**config.mk**
```make
export PLATFORM = sky130hd
export DESIGN_NAME = pmul_byte_scalar
export DESIGN_NICKNAME = d
export VERILOG_FILES = /design/src/rtl/pmul_byte_scalar.sv
export SDC_FILE = /design/constraint.sdc
export NUM_CORES = 1
export LEC_CHECK = 0
export ABC_AREA = 1
export BUFFER_PORTS_ARGS = -buffer_cell sky130_fd_sc_hd__buf_2
export CORE_MARGIN = 2
export CORE_UTILIZATION = 40
export DETAILED_ROUTE_END_ITERATION = 8
export GPL_ROUTABILITY_DRIVEN = 0
export PLACE_DENSITY_LB_ADDON = 0.12
export SETUP_SLACK_MARGIN = 0.4
export SYNTH_ARGS = -nofsm -noshare
export SYNTH_HDL_FRONTEND = slang
export SYNTH_SLANG_ARGS = --single-unit
```
**constraint.sdc**
```tcl
create_clock -name clk -period 7.93 [get_ports clk]
set_input_delay 1.586 -clock clk [delete_from_list [all_inputs] [get_ports clk]]
set_output_delay 1.586 -clock clk [all_outputs]
set_load 0.02 [all_outputs]
```
**src/rtl/pmul_byte_scalar.sv**
```systemverilog
module pmul_byte_scalar #(
  parameter int LANES = 4,
  parameter int BW    = 8,
  parameter int SW    = 16
) (
  input  logic                  clk,
  input  logic                  rst,
  input  logic                  in_valid,
  input  logic                  op_hi,
  input  logic [LANES*BW-1:0]   src_a,
  input  logic [2*SW-1:0]       src_b,
  output logic                  out_valid,
  output logic [LANES*SW-1:0]   result
);
  localparam int PW   = BW + SW;
  localparam int RW   = LANES * SW;
  localparam int HALF = (1 << (BW - 1)) - 1;

  logic [SW-1:0] scalar;
  logic [RW-1:0] lanes_d;

  assign scalar = op_hi ? src_b[2*SW-1:SW] : src_b[SW-1:0];

  for (genvar g = 0; g < LANES; g++) begin : g_lane
    logic signed [PW-1:0] a_ext, s_ext, prod;
    logic                 bump;
    assign a_ext = {{SW{1'b0}}, src_a[g*BW +: BW]};
    assign s_ext = {{BW{scalar[SW-1]}}, scalar};
    assign prod  = a_ext * s_ext;
    assign bump  = (prod[BW-1:0] > BW'(HALF));
    assign lanes_d[g*SW +: SW] = prod[PW-1:BW] + SW'(bump);
  end

  always_ff @(posedge clk) begin
    if (rst) begin
      out_valid <= 1'b0;
      result    <= '0;
    end else begin
      out_valid <= in_valid;
      if (in_valid) result <= lanes_d;
    end
  end
endmodule

```
==> flow_metrics.py, run 1 <==
metrics = {
    "global_routing": {
        "grt_pass1_vias": 20600,
        "largest_net_degree_at_the_start_of_global_routing": 55,
        "globalRouteMet1Util_pct": 30.9,
        "number_of_antenna_violations_at_the_first_check_in_global_routing": 3,
        "grt_overflow": 0,
        "global_route.usage.total_pct": 23.9,
        "globalRouteMet2Util_pct": 41.2,
        "grt_pass1_wl_um": 107000,
        "gr-max-usage-layer": "met2",
        "grt_use_met3_pct": 4.39,
    },
    "floorplan": {
        "floorplan.die.height_um": 241,
        "core_um2": 55200,
        "die_area_um2": 57900,
        "floorplan.initialDensity_pct": 40.6,
        "placement_rows": 86,
        "floorplan.io_pins": 133,
        "die_width_um": 241,
    },
    "sta": {
        "post-route-period-util_pct": 89.2,
        "grt_setup_unrepaired": "false",
        "timing.final.max_slew_violations": 0,
        "time_the_final_worst_path_needs_with_i_o_delays_and_setup_ns": 7.08,
        "worst_slew_pin_slew_ns": 0.959,
        "final_hold_viol_count": 0,
        "fin_setup_tns_ns": 0,
        "worst_slew_margin_rel_pct": 36.1,
        "setup_violations": 0,
        "fin_skew_ns": 0,
        "timing.fmax_mhz": 141,
    },
    "setup_path": {
        "worst-r2r-setup-slack_ns": 7.13,
        "worstReg2RegStart": "result[44]$_SDFFE_PP0P_",
        "critPathArrivalTime_ns": 7.35,
        "required_ns": 8.20,
        "critical_path_class": "in -> reg",
        "timing.critical_path.to_type": "register",
        "critPathMaxFanout": 17,
        "cp-start-kind": "primary input",
        "timing.rr.end": "result[44]$_SDFFE_PP0P_",
        "reg2reg_depth": 4,
    },
    "synthesis": {
        "yosys.area.top_type_share_pct": 35.4,
        "synth_nets": 3795,
        "synth-seq-area-share_pct": 5.81,
        "yosysMostFrequentCell": "sky130_fd_sc_hd__inv_1",
        "post_synth_inst_count": 3151,
        "synth_common_cells": "807 x sky130_fd_sc_hd__inv_1, 610 x sky130_fd_sc_hd__nand2_1, 427 x sky130_fd_sc_hd__nor2_1",
        "synth-edff-count": 0,
        "ys_types": 48,
        "synth_top_area_cell": "sky130_fd_sc_hd__fa_1",
        "synth_area_um2": 22400,
        "ys_seq_elements": 65,
        "yosys_warnings": 0,
        "ffs_w_async_s_r_synth_pct": 0,
        "yosys_most_used_dff": "sky130_fd_sc_hd__dfxtp_1",
        "avgSynthCellArea_um2": 7.11,
        "synthTopCellsByArea": "sky130_fd_sc_hd__fa_1 35%, sky130_fd_sc_hd__inv_1 14%, sky130_fd_sc_hd__nand2_1 10%, sky130_fd_sc_hd__ha_1 10%, sky130_fd_sc_hd__nor2_1 7.2%",
    },
    "placed_design": {
        "detailed_place_hpwl_um": 54600,
        "numPortBuffers": 132,
    },
    "status": {
        "run_status": "complete, no violations",
    },
    "finish": {
        "synthToLayoutAreaGrowth_pct": 8.54,
        "drive_gt1_share_pct": 9.40,
        "net_count_reported_at_finish": 3896,
    },
    "cts": {
        "cts-buffers-inserted": 9,
        "tritoncts": "built",
        "max-clock-path-buffers": 2,
        "cts_sinks": 65,
        "ctsHtreeMaxLevel": 3,
        "worstSkewPairLatency_ns": 0.38,
        "cts-root-buf": "sky130_fd_sc_hd__clkbuf_16",
        "hold_buffers": 0,
        "path_clk_slew_ns": 0.07,
    },
    "routing": {
        "routed_via_density": 4.90,
        "drcViolationCount": 0,
        "first_iter_violations": 1228,
        "detail_route.first_pass.iterations": 5,
        "detail-route-antenna-nets": 0,
        "routed_wire_length_per_instance_um": 16.3,
        "totalWireLength_um": 65500,
        "via_count": 19600,
    },
    "hold_path": {
        "min_path_type": "reg -> reg",
        "worstHoldEndpoint": "result[25]$_SDFFE_PP0P_",
        "hold_path.startpoint": "result[25]$_SDFFE_PP0P_",
        "holdPathStages": 2,
    },
    "run": {
        "reported_max_cap_violation_count": 0,
    },
}
-- critical path, cell delays in order --
cell and delay (ns):
sky130_fd_sc_hd__clkbuf_4 0.21, sky130_fd_sc_hd__inv_2 0.28, sky130_fd_sc_hd__or2_2 0.18, sky130_fd_sc_hd__nand2_2 0.21, sky130_fd_sc_hd__buf_4 0.29, sky130_fd_sc_hd__nor2_1 0.18, sky130_fd_sc_hd__inv_1 0.12, sky130_fd_sc_hd__fa_1 0.75
sky130_fd_sc_hd__inv_1 0.10, sky130_fd_sc_hd__fa_1 0.48, sky130_fd_sc_hd__fa_1 0.54, sky130_fd_sc_hd__inv_1 0.05, sky130_fd_sc_hd__fa_1 0.49, sky130_fd_sc_hd__inv_1 0.05, sky130_fd_sc_hd__ha_1 0.40, sky130_fd_sc_hd__nand2_1 0.13
sky130_fd_sc_hd__nor2_1 0.17, sky130_fd_sc_hd__nand2_1 0.09, sky130_fd_sc_hd__nor2_1 0.09, sky130_fd_sc_hd__nand3_1 0.11, sky130_fd_sc_hd__nand4_1 0.12, sky130_fd_sc_hd__nand2_1 0.10, sky130_fd_sc_hd__inv_1 0.06, sky130_fd_sc_hd__nand3_1 0.12
sky130_fd_sc_hd__nor2_1 0.15, sky130_fd_sc_hd__a21oi_1 0.09, sky130_fd_sc_hd__nor2_1 0.12, sky130_fd_sc_hd__nor2_1 0.05
-- sequential cells by signal, indices dropped and copies added (netlist names) --
register,flops
out_valid,1
result,64
-- cell type report --
type                            instances  area (um2)
Fill cell                            5865       30900
Multi-Input combinational cell       2183       17700
Inverter                              814        3060
Sequential cell                        65        1300
Timing Repair Buffer                  179        1030
Tap cell                              748         936
Clock buffer                           10         229
Clock inverter                          6        43.8
Antenna cell                            3        7.51
-- metal layers --
layer	up-vias	wire [um]	part of all wire (%)
met1	9635	28800	44
met4	0	1650	2.5
met3	78	3870	5.9
met2	455	31200	48
li1	9465	-	-
met5	-	0	0
-- cell families (layout without fill, tap and decap cells) --
| family | count (synthesis) | after routing | share of synthesized area (%) |
|---|---|---|---|
| other cells | 0 | 3 | 0 |
| buf+inv | 903 | 1009 | 15.2 |
| fa+ha+maj | 576 | 576 | 45.4 |
| flops | 65 | 65 | 5.81 |
| xor+xnor | 67 | 67 | 2.77 |
| simple gates | 1310 | 1310 | 25.3 |
| compound gates | 230 | 230 | 5.54 |
-- worst max path at each step --
stage,depth (start not counted),startpoint,to,slack [ns]
after floorplan,30,op_hi,result[10]$_SDFFE_PP0P_,1.17
after global placement,28,op_hi,result[63]$_SDFFE_PP0P_,0.38
after detailed placement,26,op_hi,result[63]$_SDFFE_PP0P_,0.15
after CTS,26,op_hi,result[63]$_SDFFE_PP0P_,0.54
after global routing,29,op_hi,result[15]$_SDFFE_PP0P_,0.43
final,28,op_hi,result[47]$_SDFFE_PP0P_,0.85
-- what timing repair did --
item,CTS,global route
gates resized for setup,0,4
endpoints found under the setup margin,0,22
setup buffers,0,3
-- metrics by stage --
step	hold slack [ns]	util, %	std cells	worst slack [ns]	cell area, um2
4_1_cts	0.491	44.0	4002	0.541	24300
2_1_floorplan	0.591	-	3151	1.17	22400
6_report	0.483	44.1	4008	0.854	24300
5_1_grt	0.504	44.1	4005	0.431	24300
3_5_place_dp	0.469	43.5	3986	0.151	24000
3_3_place_gp	0.471	43.5	3986	0.378	24000
-- placed cells by master, fill, tap and decap left out, types with 33 or more instances in the layout --
| cell type | synthesis | final |
|---|---|---|
| sky130_fd_sc_hd__fa_1 | 396 | 396 |
| sky130_fd_sc_hd__xor2_1 | 33 | 33 |
| sky130_fd_sc_hd__nor2_1 | 427 | 427 |
| sky130_fd_sc_hd__buf_4 | 0 | 47 |
| sky130_fd_sc_hd__nand2_1 | 610 | 609 |
| sky130_fd_sc_hd__dfxtp_1 | 65 | 65 |
| sky130_fd_sc_hd__ha_1 | 180 | 180 |
| sky130_fd_sc_hd__inv_1 | 807 | 805 |
| sky130_fd_sc_hd__buf_2 | 1 | 130 |
| sky130_fd_sc_hd__nand3_1 | 112 | 112 |
| sky130_fd_sc_hd__o21ai_0 | 82 | 82 |
| sky130_fd_sc_hd__a21oi_1 | 100 | 100 |
Power of run 1 is left out: the tool's default activity adds up to more than one toggle a clock period on the data nets, which glitch-free logic cannot reach.
==> run 2: changes to the inputs <==
--- a/config.mk
+++ b/config.mk
@@ -9,6 +9,7 @@
 export BUFFER_PORTS_ARGS = -buffer_cell sky130_fd_sc_hd__buf_2
 export CORE_MARGIN = 2
 export CORE_UTILIZATION = 40
+export CTS_BUF_LIST = sky130_fd_sc_hd__clkbuf_2
 export DETAILED_ROUTE_END_ITERATION = 8
 export GPL_ROUTABILITY_DRIVEN = 0
 export PLACE_DENSITY_LB_ADDON = 0.12
==> run 2 against run 1 <==
  * Largest cell class unchanged
  * Cell area decreased by 0.87%
  * Clock-buffer cell count unchanged
  * Worst setup slack improved by 0.082 ns
  * First-iteration DRC count increased by 1.2%
  * Routed wire length decreased by 0.16%
  * Critical endpoint is now result[63]$_SDFFE_PP0P_
  * Non-clock buffer count decreased by 3
  * Sequential share of layout area about the same
  * Utilization decreased by 0.38 points
  * Die area unchanged
==> flow_metrics.py, run 2 (same netlist as run 1, synthesis figures left out) <==
metrics = {
    "status": {
        "run_status": "complete, no violations",
    },
    "routing": {
        "via_count": 19600,
        "routed_via_density": 4.89,
        "drcViolationCount": 0,
        "detail_route.first_pass.iterations": 6,
        "routed_wire_length_per_instance_um": 16.3,
        "detail-route-antenna-nets": 0,
        "totalWireLength_um": 65400,
        "first_iter_violations": 1243,
    },
    "global_routing": {
        "grt_overflow": 0,
        "number_of_antenna_violations_at_the_first_check_in_global_routing": 4,
        "grt_pass1_vias": 20600,
        "grt_pass1_wl_um": 107000,
        "largest_net_degree_at_the_start_of_global_routing": 55,
        "global_route.usage.total_pct": 23.9,
    },
    "cts": {
        "tritoncts": "built",
        "path_clk_slew_ns": 0.21,
        "cts-buffers-inserted": 9,
        "postCtsResizedCells": 0,
        "cts_sinks": 65,
        "max-clock-path-buffers": 2,
        "cts-root-buf": "sky130_fd_sc_hd__clkbuf_2",
        "worstSkewPairLatency_ns": 0.72,
        "hold_buffers": 0,
        "cts_post_setup_buffers_inserted": 0,
        "ctsHtreeMaxLevel": 3,
    },
    "hold_path": {
        "min_path_type": "reg -> reg",
        "hold_path.startpoint": "result[23]$_SDFFE_PP0P_",
    },
    "floorplan": {
        "die_width_um": 241,
        "die_area_um2": 57900,
        "core_um2": 55200,
        "floorplan.initialDensity_pct": 40.6,
        "placement_rows": 86,
        "floorplan.io_pins": 133,
        "floorplan.die.height_um": 241,
    },
    "finish": {
        "drive_gt1_share_pct": 9.25,
        "final_core_util_pct": 43.7,
        "largestRegisters": "result (64), out_valid (1)",
        "synthToLayoutAreaGrowth_pct": 7.60,
        "mostFrequentLayoutCell": "sky130_fd_sc_hd__inv_1",
        "final_cell_mix": "807 x sky130_fd_sc_hd__inv_1, 610 x sky130_fd_sc_hd__nand2_1, 427 x sky130_fd_sc_hd__nor2_1, 396 x sky130_fd_sc_hd__fa_1, 180 x sky130_fd_sc_hd__ha_1",
        "regMostFlops": "result",
        "largest_register_ffs": 64,
        "net_count_reported_at_finish": 3893,
    },
    "sta": {
        "post-route-period-util_pct": 88.2,
        "grt_setup_unrepaired": "false",
        "worst_slew_pin_slew_ns": 0.970,
        "timing.hold.ws_ns": 0.517,
        "fin_setup_tns_ns": 0,
        "timing.fmax_mhz": 143,
        "timing.final.max_slew_violations": 0,
        "worst_slew_margin_rel_pct": 35.3,
        "setup_violations": 0,
        "time_the_final_worst_path_needs_with_i_o_delays_and_setup_ns": 6.99,
        "final_hold_viol_count": 0,
        "fin_skew_ns": 0,
    },
    "setup_path": {
        "worstReg2RegStart": "result[44]$_SDFFE_PP0P_",
        "cp_common_cell": "sky130_fd_sc_hd__nand2_1",
        "timing.critical_path.max_delay_family": "adder cells",
        "crit_buf_inv": 8,
        "reg2reg_depth": 4,
        "critical_path_class": "in -> reg",
        "crit_slowest_cell": "sky130_fd_sc_hd__fa_1",
        "required_ns": 8.61,
        "cp-start-kind": "primary input",
        "timing.critical_path.to_type": "register",
        "timing.rr.end": "result[44]$_SDFFE_PP0P_",
        "worst-r2r-setup-slack_ns": 7.10,
        "critPathMaxFanout": 17,
        "timing.critical_path.depth": 29,
        "cp-endpoint": "result[63]$_SDFFE_PP0P_",
        "critPathLaunch": "op_hi",
        "critPathArrivalTime_ns": 7.67,
        "slowest_delay_ns": 0.54,
    },
    "placed_design": {
        "detailed_place_hpwl_um": 54600,
        "numPortBuffers": 132,
    },
    "run": {
        "reported_max_cap_violation_count": 0,
    },
}
## run 2: cell types whose count changed in the layout (fill, tap and decap cells not counted), sizes merged
| cell | delta |
|---|---|
| clkinvlp | -2 |
| clkbuf | -1 |
| inv | +2 |
| buf | -2 |
| diode | +1 |
## run 2: stage by stage
stage | setup WS (ns) | cells | area (um2)
floorplan | 1.17 | 3151 | 22400
CTS | 0.984 | 4002 | 24100
finish | 0.936 | 4006 | 24100
global route | 0.467 | 4004 | 24100
detailed placement | 0.151 | 3986 | 24000
global placement | 0.378 | 3986 | 24000
## run 2: worst min-delay path by stage
| stage | to | slack, ns | depth (start not counted) |
|---|---|---|---|
| 3_3_place_gp | result[23]$_SDFFE_PP0P_ | 0.47 | 2 |
| 3_5_place_dp | result[25]$_SDFFE_PP0P_ | 0.47 | 2 |
| 2_1_floorplan | result[32]$_SDFFE_PP0P_ | 0.59 | 2 |
| 5_1_grt | result[25]$_SDFFE_PP0P_ | 0.54 | 2 |
| 4_1_cts | result[23]$_SDFFE_PP0P_ | 0.52 | 2 |
| 6_report | result[23]$_SDFFE_PP0P_ | 0.52 | 2 |
## run 2: final cells by class
cell class / instances / area, um2
Antenna cell: 4 / 10.0
Clock inverter: 6 / 43.8
Timing Repair Buffer: 176 / 1010
Inverter: 814 / 3060
Multi-Input combinational cell: 2183 / 17700
Clock buffer: 10 / 50.0
Fill cell: 5880 / 31100
Tap cell: 748 / 936
Sequential cell: 65 / 1300
## run 2: worst reg2reg max path: stages (launching register included)
cell                      delay [ns]
sky130_fd_sc_hd__dfxtp_1        0.51
sky130_fd_sc_hd__nor2_1         0.07
sky130_fd_sc_hd__nor2_1         0.10
sky130_fd_sc_hd__nand2_1        0.07
sky130_fd_sc_hd__inv_1          0.05
## run 2: metal layers
metal | share of wire, % | global-route usage [%] | wire length [um]
met1 | 44 | 30.9 | 29000
met2 | 48 | 41.3 | 31200
met3 | 5.5 | 4.30 | 3630
met4 | 2.4 | 5.74 | 1540
met5 | 0 | 0 | 0
Power of run 2 is left out for the same reason.
